--- src/rtl/bank_cmd_pkg.sv ---
package bank_cmd_pkg;

  // Sequencer states of the command tracker
  typedef enum logic [2:0] {
    TRK_HUNT   = 3'd0,  // counting magic reads
    TRK_PARAM  = 3'd1,  // next access carries the parameter
    TRK_COMMIT = 3'd2,  // parameter captured, waiting for strobe release
    TRK_WINDOW = 3'd3,  // write window armed, waiting for next access
    TRK_DRAIN  = 3'd4   // window access in progress
  } trk_state_e;

  // One bus access event as seen after synchronization
  typedef struct packed {
    logic start;  // falling edge of memory request
    logic fin;    // rising edge of memory request
    logic is_rd;
    logic is_wr;
  } bus_evt_t;

endpackage

--- src/rtl/bus_sampler.sv ---
module bus_sampler
  import bank_cmd_pkg::*;
#(
  parameter int ADDR_W      = 10,
  parameter int SYNC_STAGES = 2
) (
  input  logic              clk,
  input  logic              rst,
  input  logic              mreq_n,
  input  logic              rd_n,
  input  logic              wr_n,
  input  logic [ADDR_W-1:0] addr,
  output bus_evt_t          evt,
  output logic [ADDR_W-1:0] evt_addr
);

  localparam int BUS_W  = ADDR_W + 3;
  localparam int MREQ_B = BUS_W - 1;
  localparam int RD_B   = BUS_W - 2;
  localparam int WR_B   = BUS_W - 3;
  localparam logic [BUS_W-1:0] BUS_IDLE = {3'b111, {ADDR_W{1'b0}}};

  logic [BUS_W-1:0] chain [SYNC_STAGES];
  logic [BUS_W-1:0] bus_now;
  logic             mreq_prev;

  // Synchronizer chain for strobes and address together
  always_ff @(posedge clk) begin
    if (rst) begin
      for (int i = 0; i < SYNC_STAGES; i++) chain[i] <= BUS_IDLE;
      mreq_prev <= 1'b1;
    end else begin
      chain[0] <= {mreq_n, rd_n, wr_n, addr};
      for (int i = 1; i < SYNC_STAGES; i++) chain[i] <= chain[i-1];
      mreq_prev <= chain[SYNC_STAGES-1][MREQ_B];
    end
  end

  assign bus_now = chain[SYNC_STAGES-1];

  always_comb begin
    evt.start = !bus_now[MREQ_B] && mreq_prev;
    evt.fin   = bus_now[MREQ_B] && !mreq_prev;
    evt.is_rd = !bus_now[RD_B];
    evt.is_wr = !bus_now[WR_B];
    evt_addr  = bus_now[ADDR_W-1:0];
  end

endmodule

--- src/rtl/cmd_tracker.sv ---
module cmd_tracker
  import bank_cmd_pkg::*;
#(
  parameter int ADDR_W    = 10,
  parameter int BANK_W    = 5,
  parameter int MATCH_LEN = 3,
  parameter int MAGIC_W   = 8,
  parameter logic [MAGIC_W-1:0] MAGIC = 8'hFE,
  parameter int WEN_BIT   = 8,
  parameter int KEY_BIT   = 9,
  parameter int CNT_W     = 3
) (
  input  logic              clk,
  input  logic              rst,
  input  bus_evt_t          evt,
  input  logic [ADDR_W-1:0] evt_addr,
  output logic              commit,
  output logic [BANK_W-1:0] cap_bank,
  output logic              cap_wen,
  output logic              win_wr_start,
  output logic              win_close,
  output logic [CNT_W-1:0]  seq_cnt
);

  localparam logic [CNT_W-1:0] LAST_HIT  = CNT_W'(MATCH_LEN - 1);
  localparam logic [CNT_W-1:0] CNT_PARAM = CNT_W'(MATCH_LEN);
  localparam logic [CNT_W-1:0] CNT_HELD  = CNT_W'(MATCH_LEN + 1);
  localparam logic [CNT_W-1:0] CNT_WIN   = CNT_W'(MATCH_LEN + 2);

  trk_state_e        state, state_n;
  logic [CNT_W-1:0]  hits, hits_n;
  logic [BANK_W-1:0] par_bank, par_bank_n;
  logic              par_wen, par_wen_n;
  logic              clean_rd, magic_hit, key_hit;

  assign clean_rd  = evt.is_rd && !evt.is_wr;
  assign magic_hit = clean_rd && (evt_addr[MAGIC_W-1:0] == MAGIC);
  assign key_hit   = clean_rd && evt_addr[KEY_BIT];

  always_comb begin
    state_n    = state;
    hits_n     = hits;
    par_bank_n = par_bank;
    par_wen_n  = par_wen;
    unique case (state)
      TRK_HUNT: begin
        if (evt.start) begin
          if (!magic_hit) begin
            hits_n = '0;
          end else if (hits == LAST_HIT) begin
            hits_n  = '0;
            state_n = TRK_PARAM;
          end else begin
            hits_n = hits + 1'b1;
          end
        end
      end
      TRK_PARAM: begin
        if (evt.start) begin
          if (key_hit) begin
            par_bank_n = evt_addr[BANK_W-1:0];
            par_wen_n  = evt_addr[WEN_BIT];
            state_n    = TRK_COMMIT;
          end else begin
            state_n = TRK_HUNT;
          end
        end
      end
      TRK_COMMIT: begin
        if (evt.fin) state_n = par_wen ? TRK_WINDOW : TRK_HUNT;
      end
      TRK_WINDOW: begin
        if (evt.start) state_n = TRK_DRAIN;
      end
      TRK_DRAIN: begin
        if (evt.fin) state_n = TRK_HUNT;
      end
      default: begin
        state_n = TRK_HUNT;
        hits_n  = '0;
      end
    endcase
  end

  always_ff @(posedge clk) begin
    if (rst) begin
      state    <= TRK_HUNT;
      hits     <= '0;
      par_bank <= '0;
      par_wen  <= 1'b0;
    end else begin
      state    <= state_n;
      hits     <= hits_n;
      par_bank <= par_bank_n;
      par_wen  <= par_wen_n;
    end
  end

  assign commit       = (state == TRK_COMMIT) && evt.fin;
  assign cap_bank     = par_bank;
  assign cap_wen      = par_wen;
  assign win_wr_start = (state == TRK_WINDOW) && evt.start && evt.is_wr;
  assign win_close    = (state == TRK_DRAIN) && evt.fin;

  always_comb begin
    unique case (state)
      TRK_HUNT:   seq_cnt = hits;
      TRK_PARAM:  seq_cnt = CNT_PARAM;
      TRK_COMMIT: seq_cnt = CNT_HELD;
      TRK_WINDOW: seq_cnt = CNT_WIN;
      TRK_DRAIN:  seq_cnt = CNT_WIN;
      default:    seq_cnt = '0;
    endcase
  end

endmodule

--- src/rtl/bank_ctrl.sv ---
module bank_ctrl #(
  parameter int BANK_W = 5,
  parameter logic [BANK_W-1:0] RESET_BANK = '0
) (
  input  logic              clk,
  input  logic              rst,
  input  logic              commit,
  input  logic [BANK_W-1:0] cap_bank,
  input  logic              cap_wen,
  input  logic              win_wr_start,
  input  logic              win_close,
  output logic [BANK_W-1:0] bank,
  output logic              wr_armed,
  output logic              flash_wr_en
);

  always_ff @(posedge clk) begin
    if (rst) begin
      bank        <= RESET_BANK;
      wr_armed    <= 1'b0;
      flash_wr_en <= 1'b0;
    end else begin
      if (commit) begin
        bank     <= cap_bank;
        wr_armed <= cap_wen;
      end
      if (win_wr_start) flash_wr_en <= 1'b1;
      if (win_close) begin
        wr_armed    <= 1'b0;
        flash_wr_en <= 1'b0;
      end
    end
  end

endmodule

--- src/rtl/bank_cmd_decoder.sv ---
module bank_cmd_decoder
  import bank_cmd_pkg::*;
#(
  parameter int ADDR_W      = 10,
  parameter int BANK_W      = 5,
  parameter int MATCH_LEN   = 3,
  parameter int SYNC_STAGES = 2,
  parameter int MAGIC_W     = 8,
  parameter logic [MAGIC_W-1:0] MAGIC = 8'hFE,
  parameter int WEN_BIT     = 8,
  parameter int KEY_BIT     = 9,
  localparam int CNT_W      = $clog2(MATCH_LEN + 3)
) (
  input  logic              clk,
  input  logic              rst,
  input  logic              mreq_n,
  input  logic              rd_n,
  input  logic              wr_n,
  input  logic [ADDR_W-1:0] addr,
  output logic [BANK_W-1:0] bank,
  output logic              wr_armed,
  output logic              flash_wr_en,
  output logic [CNT_W-1:0]  seq_cnt
);

  bus_evt_t          evt;
  logic [ADDR_W-1:0] evt_addr;
  logic              commit, cap_wen, win_wr_start, win_close;
  logic [BANK_W-1:0] cap_bank;

  bus_sampler #(
    .ADDR_W      (ADDR_W),
    .SYNC_STAGES (SYNC_STAGES)
  ) u_sampler (
    .clk      (clk),
    .rst      (rst),
    .mreq_n   (mreq_n),
    .rd_n     (rd_n),
    .wr_n     (wr_n),
    .addr     (addr),
    .evt      (evt),
    .evt_addr (evt_addr)
  );

  cmd_tracker #(
    .ADDR_W    (ADDR_W),
    .BANK_W    (BANK_W),
    .MATCH_LEN (MATCH_LEN),
    .MAGIC_W   (MAGIC_W),
    .MAGIC     (MAGIC),
    .WEN_BIT   (WEN_BIT),
    .KEY_BIT   (KEY_BIT),
    .CNT_W     (CNT_W)
  ) u_tracker (
    .clk          (clk),
    .rst          (rst),
    .evt          (evt),
    .evt_addr     (evt_addr),
    .commit       (commit),
    .cap_bank     (cap_bank),
    .cap_wen      (cap_wen),
    .win_wr_start (win_wr_start),
    .win_close    (win_close),
    .seq_cnt      (seq_cnt)
  );

  bank_ctrl #(
    .BANK_W     (BANK_W),
    .RESET_BANK ('0)
  ) u_bank (
    .clk          (clk),
    .rst          (rst),
    .commit       (commit),
    .cap_bank     (cap_bank),
    .cap_wen      (cap_wen),
    .win_wr_start (win_wr_start),
    .win_close    (win_close),
    .bank         (bank),
    .wr_armed     (wr_armed),
    .flash_wr_en  (flash_wr_en)
  );

endmodule

--- config.mk ---
export PLATFORM = sky130hd
export DESIGN_NAME = bank_cmd_decoder
export DESIGN_NICKNAME = d
export VERILOG_FILES = /design/src/rtl/bank_cmd_pkg.sv /design/src/rtl/bus_sampler.sv /design/src/rtl/cmd_tracker.sv /design/src/rtl/bank_ctrl.sv /design/src/rtl/bank_cmd_decoder.sv
export SDC_FILE = /design/constraint.sdc
export NUM_CORES = 1
export LEC_CHECK = 0
export BUFFER_PORTS_ARGS = -buffer_cell sky130_fd_sc_hd__buf_2
export CORE_MARGIN = 2
export CORE_UTILIZATION = 45
export CTS_CLUSTER_DIAMETER = 200
export DETAILED_ROUTE_END_ITERATION = 8
export PLACE_DENSITY_LB_ADDON = 0.08
export SYNTH_ARGS = -nofsm -noshare
export SYNTH_HDL_FRONTEND = slang
export SYNTH_HIERARCHICAL = 1
export SYNTH_SLANG_ARGS = --single-unit
export TNS_END_PERCENT = 1
--- constraint.sdc ---
create_clock -name clk -period 2.32 [get_ports clk]
set_input_delay 0.232 -clock clk [delete_from_list [all_inputs] [get_ports clk]]
set_output_delay 0.232 -clock clk [all_outputs]
set_load 0.02 [all_outputs]
# Word level (Yosys, flattened, before mapping)
# Memories as Yosys holds them, arrays and structs flattened.
# Index checks and enable logic that the tools add are counted.
# totals
ff_bits	20
mem_bits_rw	26
input_bits	15
out_inout_bits	10
n_memories	1
# classes
add_sub_neg	1
eq_ne	13
mux	20
n_bitwise	3
reduce_logical	20
# mem_list
name	words	width	read_ports	rd_clocked_by_memory_dff	write_ports	line_no	text
u_sampler.chain	2	13	2	0	2	bus_sampler.sv:23	logic [BUS_W-1:0] chain [SYNC_STAGES];
# ops
operator	count
$mux 3	10
$mux 13	2
$pmux 3 s5	1
$ne 2x1->1 const B	7
$pmux 3 s4	1
$eq 3x2->1 const B	3
$logic_and 1x1->1	9
$eq 8x8->1 const B	1
$reduce_and 7->1	1
$pmux 3 s2	1
$logic_not 1->1	4
$mux 2	2
$reduce_or 2->1	2
$reduce_or 4->1	1
$add 3x1->3 const B	1
$eq 3x1->1 const B	1
$eq 3x3->1 const B	1
$logic_not 3->1	1
$mux 1	3
$reduce_and 3->1	1
$or 1x1->1	2
$reduce_and 2->1	1
$not 1->1	1

# Depth between registers and ports, before layout
# Gate-level depths: netlist (run 1).
# An unclocked memory read counts as a cell.
# depth
ltp_word	7
ltp_mapped	6

# By module
# The synthesis (run 1) kept the hierarchy.
# by_module_without_submodules
mod	instances	cells_per_inst	area_per_inst_um2
bus_sampler	1	70	829.5
cmd_tracker	1	84	754.5
bank_ctrl	1	22	249.0

# Least setup slack after synthesis (run 1)
# Ideal clock, no wire load.
# synth_timing
path_kind	register -> register
startpoint	memory u_sampler/chain[0][13] (netlist bit)
endpoint	register u_tracker.state[1]
setup_ns	0.121
t_arrival_ns	1.598
required_ns	2.199
setup_slack_ns	0.601
stages_incl_launch_ff	6
synth_period_minus_slack_ns	1.719
path_cell_list	dfxtp_1 buf_4 nand4b_4 or3_4 a2111o_1 mux2_4
# synth_rtl
item	line_no	text
from (decl)	bus_sampler.sv:23	
to (signal assigned)	cmd_tracker.sv:92	state <= state_n;
to (decl)	cmd_tracker.sv:30	trk_state_e state, state_n;

==> results.md, run 1 <==
- Run status: complete, no violations
- GR Util All Layers: 0.137
- Type of destination of the critical path: flop
- Clock Sink Count: 46
- Cell chosen for the clock root: clkbuf_8
- Max-slew violation count: 0
- Top cell type's share of synthesized area: 0.502
- Post-route DRC: 0
- Count of boundary I/O pins: 25
- Critical Path, Cell by Cell: nor2b_1 > nor4b_2 > a21oi_1 > or4b_1 > a21oi_1
- Die area: 4600 sq um
- Class of the worst hold path: in2reg
- Async SR Flop Fraction: 0
- Routability congestion estimate: 0.868
- Max Clock Freq: 550 MHz
- Number of flip-flops and latches in the synthesized netlist: 46
- Mean number of vias per cell: 4.72
- Total negative setup slack: 0 ns
- Biggest fanout along the worst timing path: 6
- Synthesis-to-layout area growth: 8.60%
- Most used flip-flop cell after synthesis: dfxtp_1
- CTS HTree Levels: 2
- Cell types occupying the most area after synthesis: dfxtp_1, nor2b_1, mux2i_1, buf_4, nor2_1
- Mapped Nets: 191
- Slew at the pin closest to its max-slew limit: 0.657 ns
- Number of buffers on the longest clock path: 2
- Required time of the worst setup path: 2.54 ns
- Number of global-route vias before repair: 1019
- Largest stage delay, worst path: 0.52 ns
- Number of placement rows: 23
- Worst skew pair latency: 0.29 ns
- Initial antenna violation count: 0
- Most common cell after layout, fill and taps aside: dfxtp_1
- DRT Wirelength: 2.78 mm
- Share of final-layout standard cells stronger than drive strength 1: 0.223
- Setup Crit Path Kind: reg2reg
- Slowest cell on crit path: or4b_1
- Number of detailed-routing iterations run before antenna repair: 4
- Shortest clock period the worst path allows after layout: 1.82 ns
- Number of CTS-inserted buffers: 5
- Syn avg cell area: 10.4 sq um
- Static leakage: 0.857 nW
- Data arrival at the endpoint of the critical path: 2.04 ns
- Number of synthesized flops with an enable pin: 0
- Final period util: 0.784
- First-pass GRT wire length: 4.60 mm
- Post-synthesis cell type with the largest combined area: dfxtp_1
- Skew final: 0.00525 ns
- Remaining max-slew budget at the tightest pin: 0.556
- Seq/Total Area, Yosys: 0.502
- Starting Density: 0.462
- Top Family by Delay on Critical Path: simple AND/OR/NAND/NOR gates
- Count of inserted antenna diode cells: 0
- Post-CTS Repair Setup Buffers: 0
- Fin nets: 208
- Overflow left after global routing: 0
- Most frequent cells in the layout: dfxtp_1, buf_2, nor2b_1, nor2_1, mux2i_1
- Largest net degree at the start of global routing: 26
- Filler cells: 392
- Number of port buffers: 24
- Post-synthesis instance total: 176
- Core Region: 3970 sq um
- Vias post-DR: 1146
- Setup repair after global routing missed its margin: false
- Top cell by count, worst path: a21oi_1
- Power per unit of standard cell area: 660 nW/um^2
- Fin util: 0.501
- Largest voltage drop on the vdd net: 0.000326 V
- Post-Syn Area: 1830 sq um
- Width of the die: 67.8 um
- Final-report setup violation count: 0
- Violation count after the first detailed-routing iteration: 57
- Hold-fix buffers, CTS: 0
- Unique cell type count in the Yosys netlist: 42
- Worst Setup Start Kind: flop
- DP HPWL: 1.99 mm
- Routed wire per std cell: 11.4 um
- TritonCTS clock tree: yes
- Yosys warning total: 6
- Max-cap violations: 0
- Post-route antenna net violation count: 0
- Total count of hold-check failures in the final report: 0
- CTS-repair resized insts: 0
- Critical path buffers and inverters: 0
- Clk slew on worst S/H paths: 0.08 ns
- Die H: 67.8 um
## Yosys cell counts (2+ instances only)
cell and instances:
nand2b_1 3, buf_6 3, nor2b_1 20, nand3b_1 2, nor2_1 18, nor3_2 2
nor4bb_1 2, o21ai_0 2, dfxtp_1 46, buf_4 11, and2b_1 5, a21oi_1 5
clkbuf_1 3, nand2_1 3, mux2i_1 12, nor3b_1 2, or2_1 7, nor3_1 3
inv_1 4
## registers in the layout, indices dropped and copies added, names as in the netlist
| name | cells |
|---|---|
| u_sampler/mreq_prev | 1 |
| u_bank/flash_wr_en | 1 |
| u_tracker/cap_wen | 1 |
| u_sampler/chain | 26 |
| u_bank/wr_armed | 1 |
| u_tracker/state | 3 |
| u_bank/bank | 5 |
| u_tracker/cap_bank | 5 |
| u_tracker/hits | 3 |
## power by group
part / internal, W / switching (W) / leakage, nW / total (W)
clock: 0.000207 / 0.000243 / 0.0373 / 0.000450
combinational: 0.0000250 / 0.0000222 / 0.443 / 0.0000472
sequential: 0.000810 / 0.00000703 / 0.376 / 0.000817
total: 0.00104 / 0.000272 / 0.857 / 0.00131
## routing by layer
layer / GRT usage / vias up / share of wire
met1: 0.179 / 493 / 0.49
li1: - / 618 / -
met4: 0.0675 / 0 / 0.021
met2: 0.195 / 28 / 0.43
met3: 0.0576 / 7 / 0.054
met5: 0 / - / 0
## worst register-to-register path, stage by stage (launching register included)
cell and delay, ns:
dfxtp_1 0.33, nor2b_1 0.36, nor4b_2 0.26, a21oi_1 0.12, or4b_1 0.52, a21oi_1 0.15
## through the flow
| step | total power, W | cell area [sq um] | hold WS, ns | worst slack [ns] | cells |
|---|---|---|---|---|---|
| after floorplan | 0.000873 | 1830 | 0.303 | 0.601 | 176 |
| after global placement | 0.000882 | 1910 | 0.385 | 0.585 | 236 |
| after detailed placement | 0.000885 | 1910 | 0.390 | 0.517 | 236 |
| after CTS | 0.00134 | 1990 | 0.0979 | 0.497 | 243 |
| after global routing | 0.00139 | 1990 | 0.0900 | 0.333 | 243 |
| final | 0.00131 | 1990 | 0.114 | 0.501 | 243 |
## kinds of logic (layout without fill, tap and decap cells)
kind of cell	Yosys count	in the layout	synth area share
simple gates	81	81	0.291
flops	46	46	0.502
buf+inv	21	38	0.0778
compound gates	15	15	0.0546
mux	13	13	0.0737
## area by class of cell
class,count,area [sq um],area share
timing repair buffer,27,143,0.0717
clock inverter,1,7.51,0.00377
sequential,46,921,0.463
multi-input combinational,109,769,0.387
tap,50,62.6,0.0314
inverter,4,15.0,0.00754
clock buffer,6,72.6,0.0365
## final timing paths
kind	start	to	slack, ns	depth (start not counted)
worst min register to register	u_sampler/chain[0][12]$_SDFF_PP1_	u_sampler/chain[0][25]$_SDFF_PP1_	0.41	1
worst max register to register	u_sampler/mreq_prev$_SDFF_PP1_	u_tracker/hits[0]$_SDFFE_PP0P_	0.50	5
worst max-delay path	u_sampler/mreq_prev$_SDFF_PP1_	u_tracker/hits[0]$_SDFFE_PP0P_	0.50	5
worst min-delay path	wr_n	u_sampler/chain[0][10]$_SDFF_PP1_	0.11	2
Power figures use the tool's default switching activity.
==> run 2, diff against run 1 <==
==> constraint.sdc (replaced) <==
create_clock -name clk -period 1.8 [get_ports clk]
set_input_delay 0.18 -clock clk [delete_from_list [all_inputs] [get_ports clk]]
set_output_delay 0.18 -clock clk [all_outputs]
set_load 0.02 [all_outputs]
==> run 2 against run 1 <==
Net effect: routed wire length up 2.9%; sequential share of layout area down 0.88 points; worst hold slack got worse by 0.064 ns; critical path depth is the same; non-clock buffer count up 4; global-route usage increased by 0.24 points; largest cell class unchanged; core utilization is 1.0 points higher; clock-buffer cell count fell by 1; clock skew is 0.0020 ns higher; register-to-register slack worse by 0.38 ns; critical endpoint is now u_tracker/state[1]$_SDFFE_PP0P_; worst setup slack got worse by 0.38 ns.
==> results.md, run 2 (synthesized netlist as in run 1, its figures left out) <==
- Largest net degree at the start of global routing: 35
- Number of global-route vias before repair: 1042
- Shortest clock period the worst path allows after layout: 1.68 ns
- Synthesis-to-layout area growth: 10.9%
- Die H: 67.8 um
- Largest voltage drop on the vdd net: 0.000617 V
- Number of buffers on the longest clock path: 2
- Max-slew violation count: 0
- Sequential group share of total power: 0.603
- Setup Crit Path Kind: reg2reg
- Initial antenna violation count: 0
- GR Util All Layers: 0.140
- Starting Density: 0.462
- Skew final: 0.00722 ns
- Hold-fix buffers, CTS: 0
- CTS HTree Levels: 2
- Mean number of vias per cell: 4.80
- Top Family by Delay on Critical Path: simple AND/OR/NAND/NOR gates
- Clock Sink Count: 46
- Count of inserted antenna diode cells: 0
- Share of final-layout standard cells stronger than drive strength 1: 0.258
- Slowest cell on crit path: a2111o_1
- Max-cap violations: 0
- Die area: 4600 sq um
- Required time of the worst setup path: 2.00 ns
- Critical path buffers and inverters: 1
- Setup repair after global routing missed its margin: false
- Clk slew on worst S/H paths: 0.08 ns
- Fraction of power spent switching nets: 0.225
- Run status: complete, no violations
- DP HPWL: 2.01 mm
- Count of boundary I/O pins: 25
- Final-report setup violation count: 0
- Type of destination of the critical path: flop
- Overflow left after global routing: 0
- Total count of hold-check failures in the final report: 0
- Routability congestion estimate: 0.803
- Most frequent cells in the layout: dfxtp_1, buf_2, nor2b_1, nor2_1, mux2i_1
- Total power draw: 0.00174 W
- Largest stage delay, worst path: 0.40 ns
- Number of detailed-routing iterations run before antenna repair: 4
- Class of the worst hold path: in2reg
- Fin nets: 212
- Total negative setup slack: 0 ns
- TritonCTS clock tree: yes
- Vias post-DR: 1190
- Max Clock Freq: 597 MHz
- Internal power contribution: 0.00135 W
- Post-route DRC: 0
- Cell chosen for the clock root: clkbuf_8
- Worst Setup Start Kind: flop
- Number of placement rows: 23
- Final period util: 0.931
- Post-route antenna net violation count: 0
- CTS-repair resized insts: 1
- Worst skew pair latency: 0.30 ns
- First-pass GRT wire length: 4.71 mm
- Static leakage: 0.889 nW
- Routed wire per std cell: 11.5 um
- Power per unit of standard cell area: 859 nW/um^2
- Data arrival at the endpoint of the critical path: 1.87 ns
- Biggest fanout along the worst timing path: 3
- Flip-flop count of the largest register after layout: 26
- Width of the die: 67.8 um
- Clk pwr share: 0.360
- DRT Wirelength: 2.86 mm
- Number of CTS-inserted buffers: 5
- Proportion of power drawn by combinational gates: 0.037
- Number of port buffers: 24
- Total net switching power: 0.000392 W
- Most common cell after layout, fill and taps aside: dfxtp_1
- Critical Path, Cell by Cell: inv_1 > nand2b_4 > or3_4 > a2111o_1 > mux2_4
- Remaining max-slew budget at the tightest pin: 0.602
- Post-CTS Repair Setup Buffers: 0
- Violation count after the first detailed-routing iteration: 74
- Register bank with the most flops: u_sampler/chain
- Slew at the pin closest to its max-slew limit: 0.589 ns
- Core Region: 3970 sq um
run 2: changes by cell type in the layout (fill, tap and decap cells not counted), sizes merged:
cell / change
clkinv: +2
clkinvlp: -1
clkbuf: -1
buf: +4
inv: +1
run 2: area by class of cell:
| cell class | count | area, sq um |
|---|---|---|
| inverter | 4 | 15.0 |
| clock inverter | 3 | 18.8 |
| fill | 377 | 1940 |
| multi-input combinational | 109 | 772 |
| tap | 50 | 62.6 |
| timing repair buffer | 31 | 173 |
| clock buffer | 5 | 68.8 |
| sequential | 46 | 922 |
run 2: power by group through the flow:
stage / clock, W / combinational [W] / sequential [W]
5_1_grt: 0.000696 / 0.0000737 / 0.00106
2_1_floorplan: 0 / 0.0000532 / 0.00107
4_1_cts: 0.000654 / 0.0000657 / 0.00105
6_report: 0.000628 / 0.0000644 / 0.00105
3_3_place_gp: 0 / 0.0000644 / 0.00108
3_5_place_dp: 0 / 0.0000654 / 0.00108
run 2: path summary, 6_finish.rpt:
path | from | slack (ns) | cells past startpoint | end
setup / recovery | u_sampler/chain[0][23]$_SDFF_PP1_ | 0.12 | 5 | u_tracker/state[1]$_SDFFE_PP0P_
hold / removal | rd_n | 0.05 | 2 | u_sampler/chain[0][11]$_SDFF_PP1_
hold reg to reg | u_sampler/chain[0][11]$_SDFF_PP1_ | 0.41 | 1 | u_sampler/chain[0][24]$_SDFF_PP1_
setup reg to reg | u_sampler/chain[0][23]$_SDFF_PP1_ | 0.12 | 5 | u_tracker/state[1]$_SDFFE_PP0P_
run 2: routing by layer:
metal / GRT usage / part of all wire / vias up / wire length (um)
met5: 0 / 0 / - / 0
met4: 0.0525 / 0.013 / 0 / 36
met3: 0.0559 / 0.056 / 5 / 161
met2: 0.202 / 0.44 / 28 / 1250
met1: 0.187 / 0.49 / 530 / 1410
li1: - / - / 627 / -
run 2: metrics by stage:
step	setup slack, ns	area (sq um)	hold slack [ns]	util	std cells
CTS	0.0640	2030	0.0387	0.511	248
detailed placement	0.114	1940	0.359	0.489	240
floorplan	0.0809	1830	0.251	-	176
global placement	0.137	1940	0.356	0.489	240
global route	0.0364	2030	0.0481	0.512	248
finish	0.125	2030	0.0497	0.512	248
==> run 3, diff against run 2 <==
--- a/config.mk
+++ b/config.mk
@@ -5,11 +5,11 @@
 export SDC_FILE = /design/constraint.sdc
 export NUM_CORES = 1
 export LEC_CHECK = 0
-export BUFFER_PORTS_ARGS = -buffer_cell sky130_fd_sc_hd__buf_2
 export CORE_MARGIN = 2
 export CORE_UTILIZATION = 45
 export CTS_CLUSTER_DIAMETER = 200
 export DETAILED_ROUTE_END_ITERATION = 8
+export DONT_BUFFER_PORTS = 1
 export PLACE_DENSITY_LB_ADDON = 0.08
 export SYNTH_ARGS = -nofsm -noshare
 export SYNTH_HDL_FRONTEND = slang
==> run 3 against run 2 <==
Net effect: final area fell by 2.1%; first-iteration DRC count rose by 72%; largest power group unchanged; total power up 0.41%; global-route usage up 0.42 points; clock-buffer cell count grew 2; die area did not move; critical path depth fell by 1.
==> results.md, run 3 (synthesized netlist as in run 1, its figures left out) <==
- Run status: complete, no violations
- Max-slew violation count: 0
- Die H: 67.8 um
- Number of global-route vias before repair: 1047
- Final-report setup violation count: 0
- First-pass GRT wire length: 4.81 mm
- Core Region: 3970 sq um
- Critical path destination: u_tracker/state[1]$_SDFFE_PP0P_
- Class of the worst hold path: in2reg
- Count of inserted antenna diode cells: 0
- Remaining max-slew budget at the tightest pin: 0.591
- Type of destination of the critical path: flop
- Setup repair after global routing missed its margin: true
- Max-cap violations: 0
- Largest voltage drop on the vdd net: 0.000516 V
- Total count of hold-check failures in the final report: 0
- Slew at the pin closest to its max-slew limit: 0.605 ns
- DRT Wirelength: 2.99 mm
- Required time of the worst setup path: 1.98 ns
- Placed instance area: 1840 sq um
- Power per unit of standard cell area: 881 nW/um^2
- Fin nets: 194
- Die area: 4600 sq um
- Routed wire per std cell: 13.0 um
- Number of placement rows: 23
- Total negative setup slack: 0 ns
- Width of the die: 67.8 um
- Overflow left after global routing: 0
- Skew final: 0.00780 ns
- Post-CTS Repair Setup Buffers: 0
- GR Util All Layers: 0.144
- Starting Density: 0.462
- Data arrival at the endpoint of the critical path: 1.90 ns
- Violation count after the first detailed-routing iteration: 127
- Count of boundary I/O pins: 25
- TritonCTS clock tree: yes
- Biggest fanout along the worst timing path: 11
- FF-to-FF End: u_tracker/state[1]$_SDFFE_PP0P_
- Static leakage: 0.816 nW
- # placed instances: 218
- Crit. Startpoint: u_tracker/state[1]$_SDFFE_PP0P_
- Shortest clock period the worst path allows after layout: 1.72 ns
- Largest net degree at the start of global routing: 40
- Post-route DRC: 0
- Register-to-register setup slack: 0.08 ns
- Clk slew on worst S/H paths: 0.08 ns
- Cell chosen for the clock root: clkbuf_8
- Clock Sink Count: 46
- Fin util: 0.501
- Most frequent cells in the layout: dfxtp_1, nor2b_1, nor2_1, mux2i_1, buf_4
- Worst skew pair latency: 0.29 ns
- Non-filler instance count after layout: 230
- Routability congestion estimate: 0.834
- Max Clock Freq: 581 MHz
- Number of port buffers: 0
- Synthesis-to-layout area growth: 8.53%
- Initial antenna violation count: 0
- Vias post-DR: 1139
- Mean number of vias per cell: 4.95
- Setup Crit Path Kind: reg2reg
- Most common cell after layout, fill and taps aside: dfxtp_1
- Worst-case setup margin in the final layout: 0.0800 ns
- Flip-flop count of the largest register after layout: 26
- Share of final-layout standard cells stronger than drive strength 1: 0.167
- Worst Setup Start Kind: flop
- Number of detailed-routing iterations run before antenna repair: 4
- Reg2reg start: u_tracker/state[1]$_SDFFE_PP0P_
- Final period util: 0.956
- CTS HTree Levels: 2
- Register bank with the most flops: u_sampler/chain
- Post-placement setup slack: 0.0393 ns
- Number of buffers on the longest clock path: 2
- Final design instance area without fill: 1990 sq um
- DP HPWL: 2.01 mm
- Number of cell instances on the worst register-to-register path: 4
- Post-route antenna net violation count: 0
- Number of CTS-inserted buffers: 5
run 3: changes by cell type in the layout (fill, tap and decap cells not counted), sizes merged:
cell | before | now
buf | 31 | 10
dlygate4sd3 | 0 | 3
clkbuf | 5 | 7
clkinv | 2 | 0
run 3: how the worst min path moves through the flow:
| stage | slack, ns | start | cells after the start | endpoint |
|---|---|---|---|---|
| floorplan | 0.25 | rst | 1 | u_bank/wr_armed$_SDFFE_PP0P_ |
| global placement | 0.26 | rst | 1 | u_sampler/chain[0][2]$_SDFF_PP0_ |
| detailed placement | 0.26 | rst | 1 | u_sampler/chain[0][8]$_SDFF_PP0_ |
| CTS | 0.008 | addr[1] | 1 | u_sampler/chain[0][1]$_SDFF_PP0_ |
| global route | 0.007 | addr[1] | 1 | u_sampler/chain[0][1]$_SDFF_PP0_ |
| finish | 0.02 | addr[0] | 1 | u_sampler/chain[0][0]$_SDFF_PP0_ |
run 3: power breakdown:
| group | internal [W] | total, W | switching (W) | leakage (nW) |
|---|---|---|---|---|
| Sequential | 0.00104 | 0.00105 | 0.00000846 | 0.377 |
| Clock | 0.000317 | 0.000640 | 0.000323 | 0.0489 |
| Combinational | 0.0000325 | 0.0000592 | 0.0000267 | 0.390 |
| Total | 0.00139 | 0.00175 | 0.000358 | 0.816 |
run 3: stage by stage:
step | hold slack [ns] | total power (W)
final | 0.0218 | 0.00175
after global routing | 0.00696 | 0.00183
after CTS | 0.00788 | 0.00178
after detailed placement | 0.257 | 0.00112
after global placement | 0.257 | 0.00111
after floorplan | 0.251 | 0.00113
run 3: area by class of cell:
class                      count  area [sq um]
clock buffer                   7          86.3
clock inverter                 1          8.76
fill                         384          1980
inverter                       4          15.0
timing repair buffer          13           118
multi-input combinational    109           777
tap                           50          62.6
sequential                    46           922
run 3: metal layers:
metal,track usage,part of all wire,vias up
li1,-,-,586
met1,0.195,0.49,523
met2,0.210,0.45,28
met3,0.0526,0.054,2
met4,0.0525,0.0057,0
met5,0,0,-
run 3: critical path, stage by stage (launching register included):
cell and delay, ns:
dfxtp_1 0.58, nor3_2 0.12, a21boi_1 0.18, a2111o_1 0.43, mux2_4 0.31
run 3: timing repair:
item,CTS,global route
endpoints found under the setup margin,0,9
resized for setup,0,4
hold buffers,4,0
hold endpoints to repair,39,0
